## config.mk

```make
export PLATFORM = sky130hd
export DESIGN_NAME = rs_pool
export DESIGN_NICKNAME = d
export VERILOG_FILES = /design/src/rtl/rs_pkg.sv /design/src/rtl/rs_prio_pick.sv /design/src/rtl/rs_entry.sv /design/src/rtl/rs_pool.sv
export SDC_FILE = /design/constraint.sdc
export NUM_CORES = 1
export LEC_CHECK = 0
export BUFFER_PORTS_ARGS = -buffer_cell sky130_fd_sc_hd__buf_2
export CORE_AREA = 3 3 153 155
export CTS_CLUSTER_SIZE = 25
export DETAILED_ROUTE_END_ITERATION = 12
export DIE_AREA = 0 0 156 158
export PLACE_DENSITY = 0.75
export SETUP_SLACK_MARGIN = 0.15
export SLEW_MARGIN = 20
export SYNTH_ARGS = -nofsm -noshare
export SYNTH_HDL_FRONTEND = slang
export SYNTH_SLANG_ARGS = --single-unit
```

## constraint.sdc

```tcl
create_clock -name clk_i -period 3.5 [get_ports clk_i]
set_input_delay 0.7 -clock clk_i [delete_from_list [all_inputs] [get_ports clk_i]]
set_output_delay 0.7 -clock clk_i [all_outputs]
set_load 0.01 [all_outputs]
```

## src/rtl/rs_pkg.sv

```systemverilog
package rs_pkg;
  localparam int unsigned DEF_NUM_RS  = 3;
  localparam int unsigned DEF_DATA_W  = 32;
  localparam int unsigned DEF_TAG_W   = 3;
  localparam int unsigned DEF_OP_W    = 4;
  localparam int unsigned DEF_TAG_BASE = 1;

  function automatic int unsigned idx_w(input int unsigned n);
    return (n > 1) ? $clog2(n) : 1;
  endfunction
endpackage

```

## src/rtl/rs_prio_pick.sv

```systemverilog
module rs_prio_pick #(
  parameter int unsigned N  = 3,
  parameter int unsigned IW = rs_pkg::idx_w(N)
) (
  input  logic [N-1:0]  req_i,
  output logic [N-1:0]  gnt_o,
  output logic [IW-1:0] idx_o,
  output logic          any_o
);
  // lowest index wins
  always_comb begin
    gnt_o = '0;
    idx_o = '0;
    for (int i = N - 1; i >= 0; i--) begin
      if (req_i[i]) begin
        gnt_o    = '0;
        gnt_o[i] = 1'b1;
        idx_o    = IW'(i);
      end
    end
  end

  assign any_o = |req_i;
endmodule

```

## src/rtl/rs_entry.sv

```systemverilog
module rs_entry #(
  parameter int unsigned DATA_W = 32,
  parameter int unsigned TAG_W  = 3,
  parameter int unsigned OP_W   = 4
) (
  input  logic              clk_i,
  input  logic              rst_ni,
  input  logic [TAG_W-1:0]  own_tag_i,
  input  logic              alloc_i,
  input  logic [OP_W-1:0]   iss_op_i,
  input  logic [DATA_W-1:0] iss_vj_i,
  input  logic [DATA_W-1:0] iss_vk_i,
  input  logic [TAG_W-1:0]  iss_qj_i,
  input  logic [TAG_W-1:0]  iss_qk_i,
  input  logic              bc_valid_i,
  input  logic [TAG_W-1:0]  bc_tag_i,
  input  logic [DATA_W-1:0] bc_value_i,
  input  logic              start_i,
  output logic              busy_o,
  output logic              ready_o,
  output logic [OP_W-1:0]   op_o,
  output logic [DATA_W-1:0] vj_o,
  output logic [DATA_W-1:0] vk_o
);
  logic              busy_q, run_q;
  logic [OP_W-1:0]   op_q;
  logic [DATA_W-1:0] vj_q, vk_q;
  logic [TAG_W-1:0]  qj_q, qk_q;
  logic hit_j, hit_k, iss_hit_j, iss_hit_k, done;

  assign hit_j     = bc_valid_i && (qj_q != '0) && (bc_tag_i == qj_q);
  assign hit_k     = bc_valid_i && (qk_q != '0) && (bc_tag_i == qk_q);
  assign iss_hit_j = bc_valid_i && (iss_qj_i != '0) && (bc_tag_i == iss_qj_i);
  assign iss_hit_k = bc_valid_i && (iss_qk_i != '0) && (bc_tag_i == iss_qk_i);
  assign done      = busy_q && run_q && bc_valid_i && (bc_tag_i == own_tag_i);

  always_ff @(posedge clk_i or negedge rst_ni) begin
    if (!rst_ni) begin
      busy_q <= 1'b0;
      run_q  <= 1'b0;
      op_q   <= '0;
      vj_q   <= '0;
      vk_q   <= '0;
      qj_q   <= '0;
      qk_q   <= '0;
    end else if (alloc_i) begin
      busy_q <= 1'b1;
      run_q  <= 1'b0;
      op_q   <= iss_op_i;
      // capture a result that lands in the issue cycle
      if (iss_hit_j) begin
        vj_q <= bc_value_i;
        qj_q <= '0;
      end else begin
        vj_q <= iss_vj_i;
        qj_q <= iss_qj_i;
      end
      if (iss_hit_k) begin
        vk_q <= bc_value_i;
        qk_q <= '0;
      end else begin
        vk_q <= iss_vk_i;
        qk_q <= iss_qk_i;
      end
    end else if (busy_q) begin
      if (hit_j) begin
        vj_q <= bc_value_i;
        qj_q <= '0;
      end
      if (hit_k) begin
        vk_q <= bc_value_i;
        qk_q <= '0;
      end
      if (start_i) run_q <= 1'b1;
      if (done) begin
        busy_q <= 1'b0;
        run_q  <= 1'b0;
      end
    end
  end

  assign busy_o  = busy_q;
  assign ready_o = busy_q && !run_q && (qj_q == '0) && (qk_q == '0);
  assign op_o    = op_q;
  assign vj_o    = vj_q;
  assign vk_o    = vk_q;

  AST_START_OPERANDS_PRESENT: assert property (@(posedge clk_i) disable iff (!rst_ni)
    start_i |-> (busy_q && !run_q && qj_q == '0 && qk_q == '0));

  AST_CAPTURE_J: assert property (@(posedge clk_i) disable iff (!rst_ni)
    (busy_q && !alloc_i && hit_j) |=> (qj_q == '0 && vj_q == $past(bc_value_i)));

  AST_CAPTURE_K: assert property (@(posedge clk_i) disable iff (!rst_ni)
    (busy_q && !alloc_i && hit_k) |=> (qk_q == '0 && vk_q == $past(bc_value_i)));

  AST_ISSUE_CAPTURE: assert property (@(posedge clk_i) disable iff (!rst_ni)
    (alloc_i && iss_hit_j) |=> (qj_q == '0 && vj_q == $past(bc_value_i)));

  AST_FREE_ON_OWN_TAG: assert property (@(posedge clk_i) disable iff (!rst_ni)
    done |=> !busy_q);

  AST_NO_RESTART: assert property (@(posedge clk_i) disable iff (!rst_ni)
    (run_q && !done) |=> run_q);
endmodule

```

## src/rtl/rs_pool.sv

```systemverilog
module rs_pool #(
  parameter int unsigned NUM_RS   = rs_pkg::DEF_NUM_RS,
  parameter int unsigned DATA_W   = rs_pkg::DEF_DATA_W,
  parameter int unsigned TAG_W    = rs_pkg::DEF_TAG_W,
  parameter int unsigned OP_W     = rs_pkg::DEF_OP_W,
  parameter int unsigned TAG_BASE = rs_pkg::DEF_TAG_BASE
) (
  input  logic              clk_i,
  input  logic              rst_ni,
  input  logic              iss_valid_i,
  input  logic [OP_W-1:0]   iss_op_i,
  input  logic [DATA_W-1:0] iss_vj_i,
  input  logic [DATA_W-1:0] iss_vk_i,
  input  logic [TAG_W-1:0]  iss_qj_i,
  input  logic [TAG_W-1:0]  iss_qk_i,
  output logic              iss_ready_o,
  output logic [TAG_W-1:0]  iss_tag_o,
  input  logic              bc_valid_i,
  input  logic [TAG_W-1:0]  bc_tag_i,
  input  logic [DATA_W-1:0] bc_value_i,
  output logic              ex_valid_o,
  output logic [OP_W-1:0]   ex_op_o,
  output logic [DATA_W-1:0] ex_vj_o,
  output logic [DATA_W-1:0] ex_vk_o,
  output logic [TAG_W-1:0]  ex_tag_o
);
  localparam int unsigned IW = rs_pkg::idx_w(NUM_RS);

  logic [NUM_RS-1:0] busy_vec, ready_vec, free_gnt, start_gnt, alloc_vec;
  logic [IW-1:0]     free_idx, start_idx;
  logic              any_free, any_ready;
  logic [OP_W-1:0]   op_arr [NUM_RS];
  logic [DATA_W-1:0] vj_arr [NUM_RS];
  logic [DATA_W-1:0] vk_arr [NUM_RS];

  rs_prio_pick #(.N(NUM_RS), .IW(IW)) u_free_pick (
    .req_i (~busy_vec),
    .gnt_o (free_gnt),
    .idx_o (free_idx),
    .any_o (any_free)
  );

  rs_prio_pick #(.N(NUM_RS), .IW(IW)) u_start_pick (
    .req_i (ready_vec),
    .gnt_o (start_gnt),
    .idx_o (start_idx),
    .any_o (any_ready)
  );

  assign alloc_vec = (iss_valid_i && any_free) ? free_gnt : '0;

  for (genvar g = 0; g < NUM_RS; g++) begin : g_rs
    localparam logic [TAG_W-1:0] OWN_TAG = TAG_W'(TAG_BASE + g);
    rs_entry #(.DATA_W(DATA_W), .TAG_W(TAG_W), .OP_W(OP_W)) u_entry (
      .clk_i      (clk_i),
      .rst_ni     (rst_ni),
      .own_tag_i  (OWN_TAG),
      .alloc_i    (alloc_vec[g]),
      .iss_op_i   (iss_op_i),
      .iss_vj_i   (iss_vj_i),
      .iss_vk_i   (iss_vk_i),
      .iss_qj_i   (iss_qj_i),
      .iss_qk_i   (iss_qk_i),
      .bc_valid_i (bc_valid_i),
      .bc_tag_i   (bc_tag_i),
      .bc_value_i (bc_value_i),
      .start_i    (start_gnt[g]),
      .busy_o     (busy_vec[g]),
      .ready_o    (ready_vec[g]),
      .op_o       (op_arr[g]),
      .vj_o       (vj_arr[g]),
      .vk_o       (vk_arr[g])
    );
  end

  always_comb begin
    ex_op_o = '0;
    ex_vj_o = '0;
    ex_vk_o = '0;
    for (int i = 0; i < NUM_RS; i++) begin
      if (start_gnt[i]) begin
        ex_op_o = op_arr[i];
        ex_vj_o = vj_arr[i];
        ex_vk_o = vk_arr[i];
      end
    end
  end

  assign ex_valid_o  = any_ready;
  assign ex_tag_o    = TAG_W'(TAG_BASE) + TAG_W'(start_idx);
  assign iss_ready_o = any_free;
  assign iss_tag_o   = TAG_W'(TAG_BASE) + TAG_W'(free_idx);

  AST_ONE_START: assert property (@(posedge clk_i) disable iff (!rst_ni)
    $onehot0(start_gnt));

  AST_ALLOC_FREE_ONLY: assert property (@(posedge clk_i) disable iff (!rst_ni)
    (alloc_vec & busy_vec) == '0);

  AST_FULL_HOLDS: assert property (@(posedge clk_i) disable iff (!rst_ni)
    (!iss_ready_o && !bc_valid_i) |=> !iss_ready_o);

  AST_ALLOC_TAKES_SLOT: assert property (@(posedge clk_i) disable iff (!rst_ni)
    (iss_valid_i && iss_ready_o) |=> ($countones(busy_vec) >= 1));
endmodule

```

; Word level (Yosys, flattened, before mapping)
; Index checks and enable logic that the tools add are counted.
[word_totals]
reg_bits = 228
latch_bits = 0
ram_bits = 0
mem_bits_ro = 0
in_bits = 113
out_inout_bits = 76
elab_cells = 193
memories = 0
[op_classes]
n_addsub = 2
mul = 0
div_mod_pow = 0
n_lt_le_gt_ge = 0
eq_ne = 11
n_shift = 0
mux = 83
n_bitwise = 1
reduce_logical = 75
[op_table]
columns = op, count
row1 = 2-to-1 mux 32 bit, 26
row2 = 2-to-1 mux 3 bit, 27
row3 = logical AND 1 bit, 35
row4 = nonzero test 3 bit, 11
row5 = == test 3 bit, 8
row6 = 2-to-1 mux 1 bit, 21
row7 = zero test 3 bit, 6
row8 = AND reduction 2 bit, 9
row9 = nonzero test 2 bit, 9
row10 = 2-to-1 mux 2 bit, 6
row11 = 2-to-1 mux 4 bit, 3
row12 = "adder 1 x 2 -> 3 bit, first input constant", 2
row13 = "== test 3 x 2 -> 1 bit, second input constant", 2
row14 = OR reduction 3 bit, 2
row15 = "== test 3 x 1 -> 1 bit, second input constant", 1
row16 = zero test 1 bit, 3
row17 = inverter 3 bit, 1

; Depth between registers and ports, before layout
[logic_depth]
word_depth = 11
depth_mapped = 9
depth_no_buf = 5

; By module
; A second synthesis with hierarchy kept.
[unflattened]
hier_cells = 1159
area_unflattened_um2 = 14699.1
[modules_own_cells]
columns = module, n_inst, cells_per_inst, area_per_inst_um2, seq_area_each_um2
row1 = rs_entry, 3, 275, 4103.9, 1901.8
row2 = rs_pool, 1, 322, 2302.2, 0.0
row3 = rs_prio_pick, 2, 6, 42.5, 0.0

; Worst setup path before layout
; No wires, ideal clock.
[synth_timing]
path_kind = reg2out
start = reg g_rs[0].u_entry.busy_q
end = out ex_tag_o[1]
arrival_ns = 1.835
required_ns = 2.800
setup_slack_ns = 0.965
stages_incl_launch_ff = 8
n_path_buf = 3
cell_sequence = dfrtp_1 > buf_2 > nor4b_1 > and3_1 > buf_2 > nor3_1 > buf_2 > ha_1
[synth_via]
elab_chain_cells = 5
[synth_lines]
columns = element, line_no
row1 = start: declaration, rs_entry.sv:25  ; logic busy_q, run_q;
row2 = start signal: assignment, rs_entry.sv:39  ; busy_q <= 1'b0;
row3 = start signal: assignment, rs_entry.sv:47  ; busy_q <= 1'b1;
row4 = start signal: assignment, rs_entry.sv:76  ; busy_q <= 1'b0;
row5 = logical AND 1 bit (3 in a row), rs_entry.sv:83  ; assign ready_o = busy_q && !run_q && (qj_q == '0) && (qk_q == '0);
row6 = 2-to-1 mux 2 bit, rs_prio_pick.sv:15  ; if (req_i[i]) begin
row7 = adder 1 x 2 -> 3 bit, rs_pool.sv:90  ; assign ex_tag_o = TAG_W'(TAG_BASE) + TAG_W'(start_idx);
row8 = end: declaration, rs_pool.sv:25  ; output logic [TAG_W-1:0] ex_tag_o
; No other way between the ends.

; Worst setup path after layout
[layout_timing]
start = reg g_rs[0].u_entry.busy_q
end = out ex_vk_o[2]
[layout_via]
elab_chain_cells = 7
[layout_lines]
columns = element, line_no
row1 = logical AND 1 bit (*) (3 in a row), rs_entry.sv:83
row2 = 2-to-1 mux 3 bit (*), rs_prio_pick.sv:15
row3 = 2-to-1 mux 32 bit (2 in a row), rs_pool.sv:81  ; if (start_gnt[i]) begin
row4 = 2-to-1 mux 32 bit (*), rs_pool.sv:81
row5 = end: declaration, rs_pool.sv:24  ; output logic [DATA_W-1:0] ex_vk_o,
; Every way passes the cells marked *; elsewhere a longest branch is shown, timed or not.

==> impl_metrics.env <==
export IMPL_ioPinCount=189
export IMPL_multi_input_area_um2=5260
export IMPL_cts_hold_buf=0
export IMPL_crit_fanout=31
export IMPL_rows=54
export IMPL_dpl_cell_area_um2=12900
export IMPL_synth_edf_count=0
export IMPL_htreeDepth=1
export IMPL_worst_r2r_endpoint="g_rs[1].u_entry.vk_o[28]"
export IMPL_swShare_pct=36.8
export IMPL_core_area_um2=22000
export IMPL_power_switching_mw=5.01
export IMPL_worst_slack_ns=0.253
export IMPL_syn_area_um2=11700
export IMPL_grt_max_degree=89
export IMPL_busiest_layer="met2"
export IMPL_slew_violations=0
export IMPL_dieArea_um2=24600
export IMPL_use_met1_pct=41.2
export IMPL_numPortBuffers=188
export IMPL_critPathCaptureType="output pin"
export IMPL_post_cts_buffers=0
export IMPL_ys_seq_elements=228
export IMPL_worstPathCellList="nor4b_1 > and3_2 > nor3_4 > buf_6 > a222oi_1 > inv_1 > buf_2"
export IMPL_crit_slowest_cell="dfrtp_2"
export IMPL_drc=0
export IMPL_rsz0062_at_grt="false"
export IMPL_synthAdderAreaFrac_pct=0.214
export IMPL_finalHoldViolCount=0
export IMPL_crit_type="reg2out"
export IMPL_antennaDiodeCount=0
export IMPL_fin_total_pwr_mw=13.6
export IMPL_async_flop_share_pct=100
export IMPL_arrival_ns=2.55
export IMPL_firstDrtPassIters=9
export IMPL_grt_pass1_vias=10200
export IMPL_critPathMaxStageDelay_ns=0.46
export IMPL_hpwl_mm=22.9
export IMPL_grt_overflow=0
export IMPL_yosysTopAreaCell="dfrtp_1"
export IMPL_netlist_instances=1060
export IMPL_synthXorXnorAreaFrac_pct=1.12
export IMPL_layout_common_cells="226 x dfrtp_1, 190 x o221a_2, 187 x buf_2, 166 x or3_1, 71 x inv_1"
export IMPL_dp_slack_ns=0.435
export IMPL_setup_viol=0
export IMPL_fin_hold_ws_ns=0.192
export IMPL_reg2reg_slack_ns=1.17
export IMPL_synth_top_family_by_area="compound AO/OA/AOI/OAI gates"
export IMPL_dp_cells=1452
export IMPL_peakVddDrop_mv=0.429
export IMPL_synthTopCellsByArea="dfrtp_1 49%, o221a_2 18%, or3_1 8.9%"
export IMPL_nFillCells=1698
export IMPL_synthMuxAreaShare_pct=0
export IMPL_ys_flop_type="dfrtp_1"
export IMPL_grt_pass1_wl_mm=57.3
export IMPL_cts_tree="done"
export IMPL_hp_class="in2async"
export IMPL_power_frac_seq_pct=35.2
export IMPL_fin_crit_ns=3.25
export IMPL_grt_use_met3_pct=6.18
export IMPL_die_h_um=158
export IMPL_seq_area_frac_synth_pct=48.8
export IMPL_tightest_slew_ns=1.01
export IMPL_clkPwrFrac_pct=20.3
export IMPL_path_clk_slew_ns=0.06
export IMPL_initial_utilization_pct=53.2
export IMPL_nets=1318
export IMPL_viasPerCell=6.88
export IMPL_antenna_found_initial=2
export IMPL_cts_made_buffers=26
export IMPL_cts_root_buffer="clkbuf_16"
export IMPL_p_leak_nw=6.20
export IMPL_worst_r2r_path_depth=6
export IMPL_grt_usage_pct=29.2
export IMPL_drv_cap=0
export IMPL_final_area_um2=13900
export IMPL_p_per_area_nw_per_um2=982
export IMPL_vias=10300
export IMPL_clock_sinks=228
export IMPL_relSlewSlack_pct=32.6
export IMPL_fin_skew_ns=0.00921
export IMPL_drt_iter0_markers=1577
export IMPL_fin_cells=1501
export IMPL_syn_area_per_cell_um2=11.0
export IMPL_setup_tns_ns=0
export IMPL_status="finished clean"
export IMPL_antenna_left=0
export IMPL_wl_per_cell_um=24.8
export IMPL_synthSimpleGateAreaFrac_pct=15.6
export IMPL_regArea_um2=5710
export IMPL_crit_path_start_kind="flop"
export IMPL_final_common_cell="dfrtp_1"
export IMPL_ys_warn_count=0
export IMPL_post_route_period_util_pct=92.8
export IMPL_netlist_area_leader_share_pct=48.8
export IMPL_chipWidth_um=156
export IMPL_yosysUniqueCellTypes=46
export IMPL_internal_power_mw=8.63
export IMPL_critical_path_required_ns=2.80
export IMPL_gp_congestion=0.824
export IMPL_clkLatencyLatePin_ns=0.53
export IMPL_use_met2_pct=45.7
export IMPL_syn_nets=1175
export IMPL_rr_startpoint="g_rs[1].u_entry.busy_o"
export IMPL_final_util_pct=63.3
export IMPL_drive_above_1_share_pct=39.5
export IMPL_max_freq_mhz=308
export IMPL_clk_path_buf_depth=3
export IMPL_finalWirelength_mm=37.2
export IMPL_synth_compound_area_share_pct=27.2
export IMPL_comb_power_share_pct=44.5
export IMPL_area_growth_pct=18.9
==> layer usage <==
| layer | vias to the layer above | share of wire [%] |
|---|---|---|
| met5 | - | 0.078 |
| met4 | 4 | 2.3 |
| met3 | 76 | 12 |
| met1 | 5087 | 39 |
| li1 | 4452 | - |
| met2 | 706 | 47 |
==> what timing repair did <==
action,in CTS,in global routing
resized for setup,0,6
hold endpoints to repair,0,0
endpoints found under the setup margin,0,28
==> state kept, by name, indices dropped and copies added (netlist names) <==
signal,flops
g_rs.u_entry.vj_o,96
g_rs.u_entry.vk_o,96
g_rs.u_entry.op_o,12
g_rs.u_entry.qj_q,9
g_rs.u_entry.qk_q,9
g_rs.u_entry.busy_o,3
g_rs.u_entry.run_q,3
==> critical path, delay by kind of cell (launching register included) <==
| family | cells | cell delay [ns] |
|---|---|---|
| AOI/OAI and AO/OA | 1 | 0.17 |
| buffers and inverters | 3 | 0.58 |
| DFF | 1 | 0.46 |
| and+or+nand+nor | 3 | 0.80 |
==> synth_stat cells, drive strengths merged, types with 10 or more instances <==
cell and number:
nor2 15, clkbuf 65, a21oi 12, buf 50
o221a 192, or3 166, o22ai 10, a222oi 68
nand2b 37, nand2 67, dfrtp 228, inv 71
==> cell families after synthesis <==
family,after synthesis
fa+ha+maj,2
buf+inv,186
compound gates,305
flops,228
xor+xnor,15
simple gates,324
==> power by group through the flow <==
stage,Clock (mW),Combinational (mW),Sequential [mW]
global route,2.91,6.59,4.94
floorplan,0,4.12,4.50
detailed placement,0,5.97,4.77
global placement,0,5.82,4.77
CTS,2.79,5.98,4.77
finish,2.76,6.07,4.80
==> how the worst max path moves through the flow <==
stage / start / slack, ns / end / depth (start not counted)
final: g_rs[0].u_entry.busy_o / 0.25 / ex_vk_o[2] / 7
after global routing: g_rs[1].u_entry.qj_q[2] / 0.15 / ex_vj_o[0] / 7
after CTS: g_rs[0].u_entry.busy_o / 0.19 / ex_vk_o[13] / 7
after detailed placement: bc_tag_i[0] / 0.43 / g_rs[2].u_entry.vj_o[27] / 6
after global placement: bc_tag_i[0] / 0.49 / g_rs[1].u_entry.vj_o[14] / 6
after floorplan: g_rs[0].u_entry.busy_o / 0.96 / ex_tag_o[1] / 7
==> final cells by class <==
type                    instances  area share (%)
flip-flops and latches        228            41.1
multi-input cells             646            37.9
repair buffers                230            10.3
clock buffers                  37            5.57
well taps                     280            2.52
inverters                      71            1.92
clock inverters                 9           0.712
Note: power is estimated with default switching activity, not from simulation.
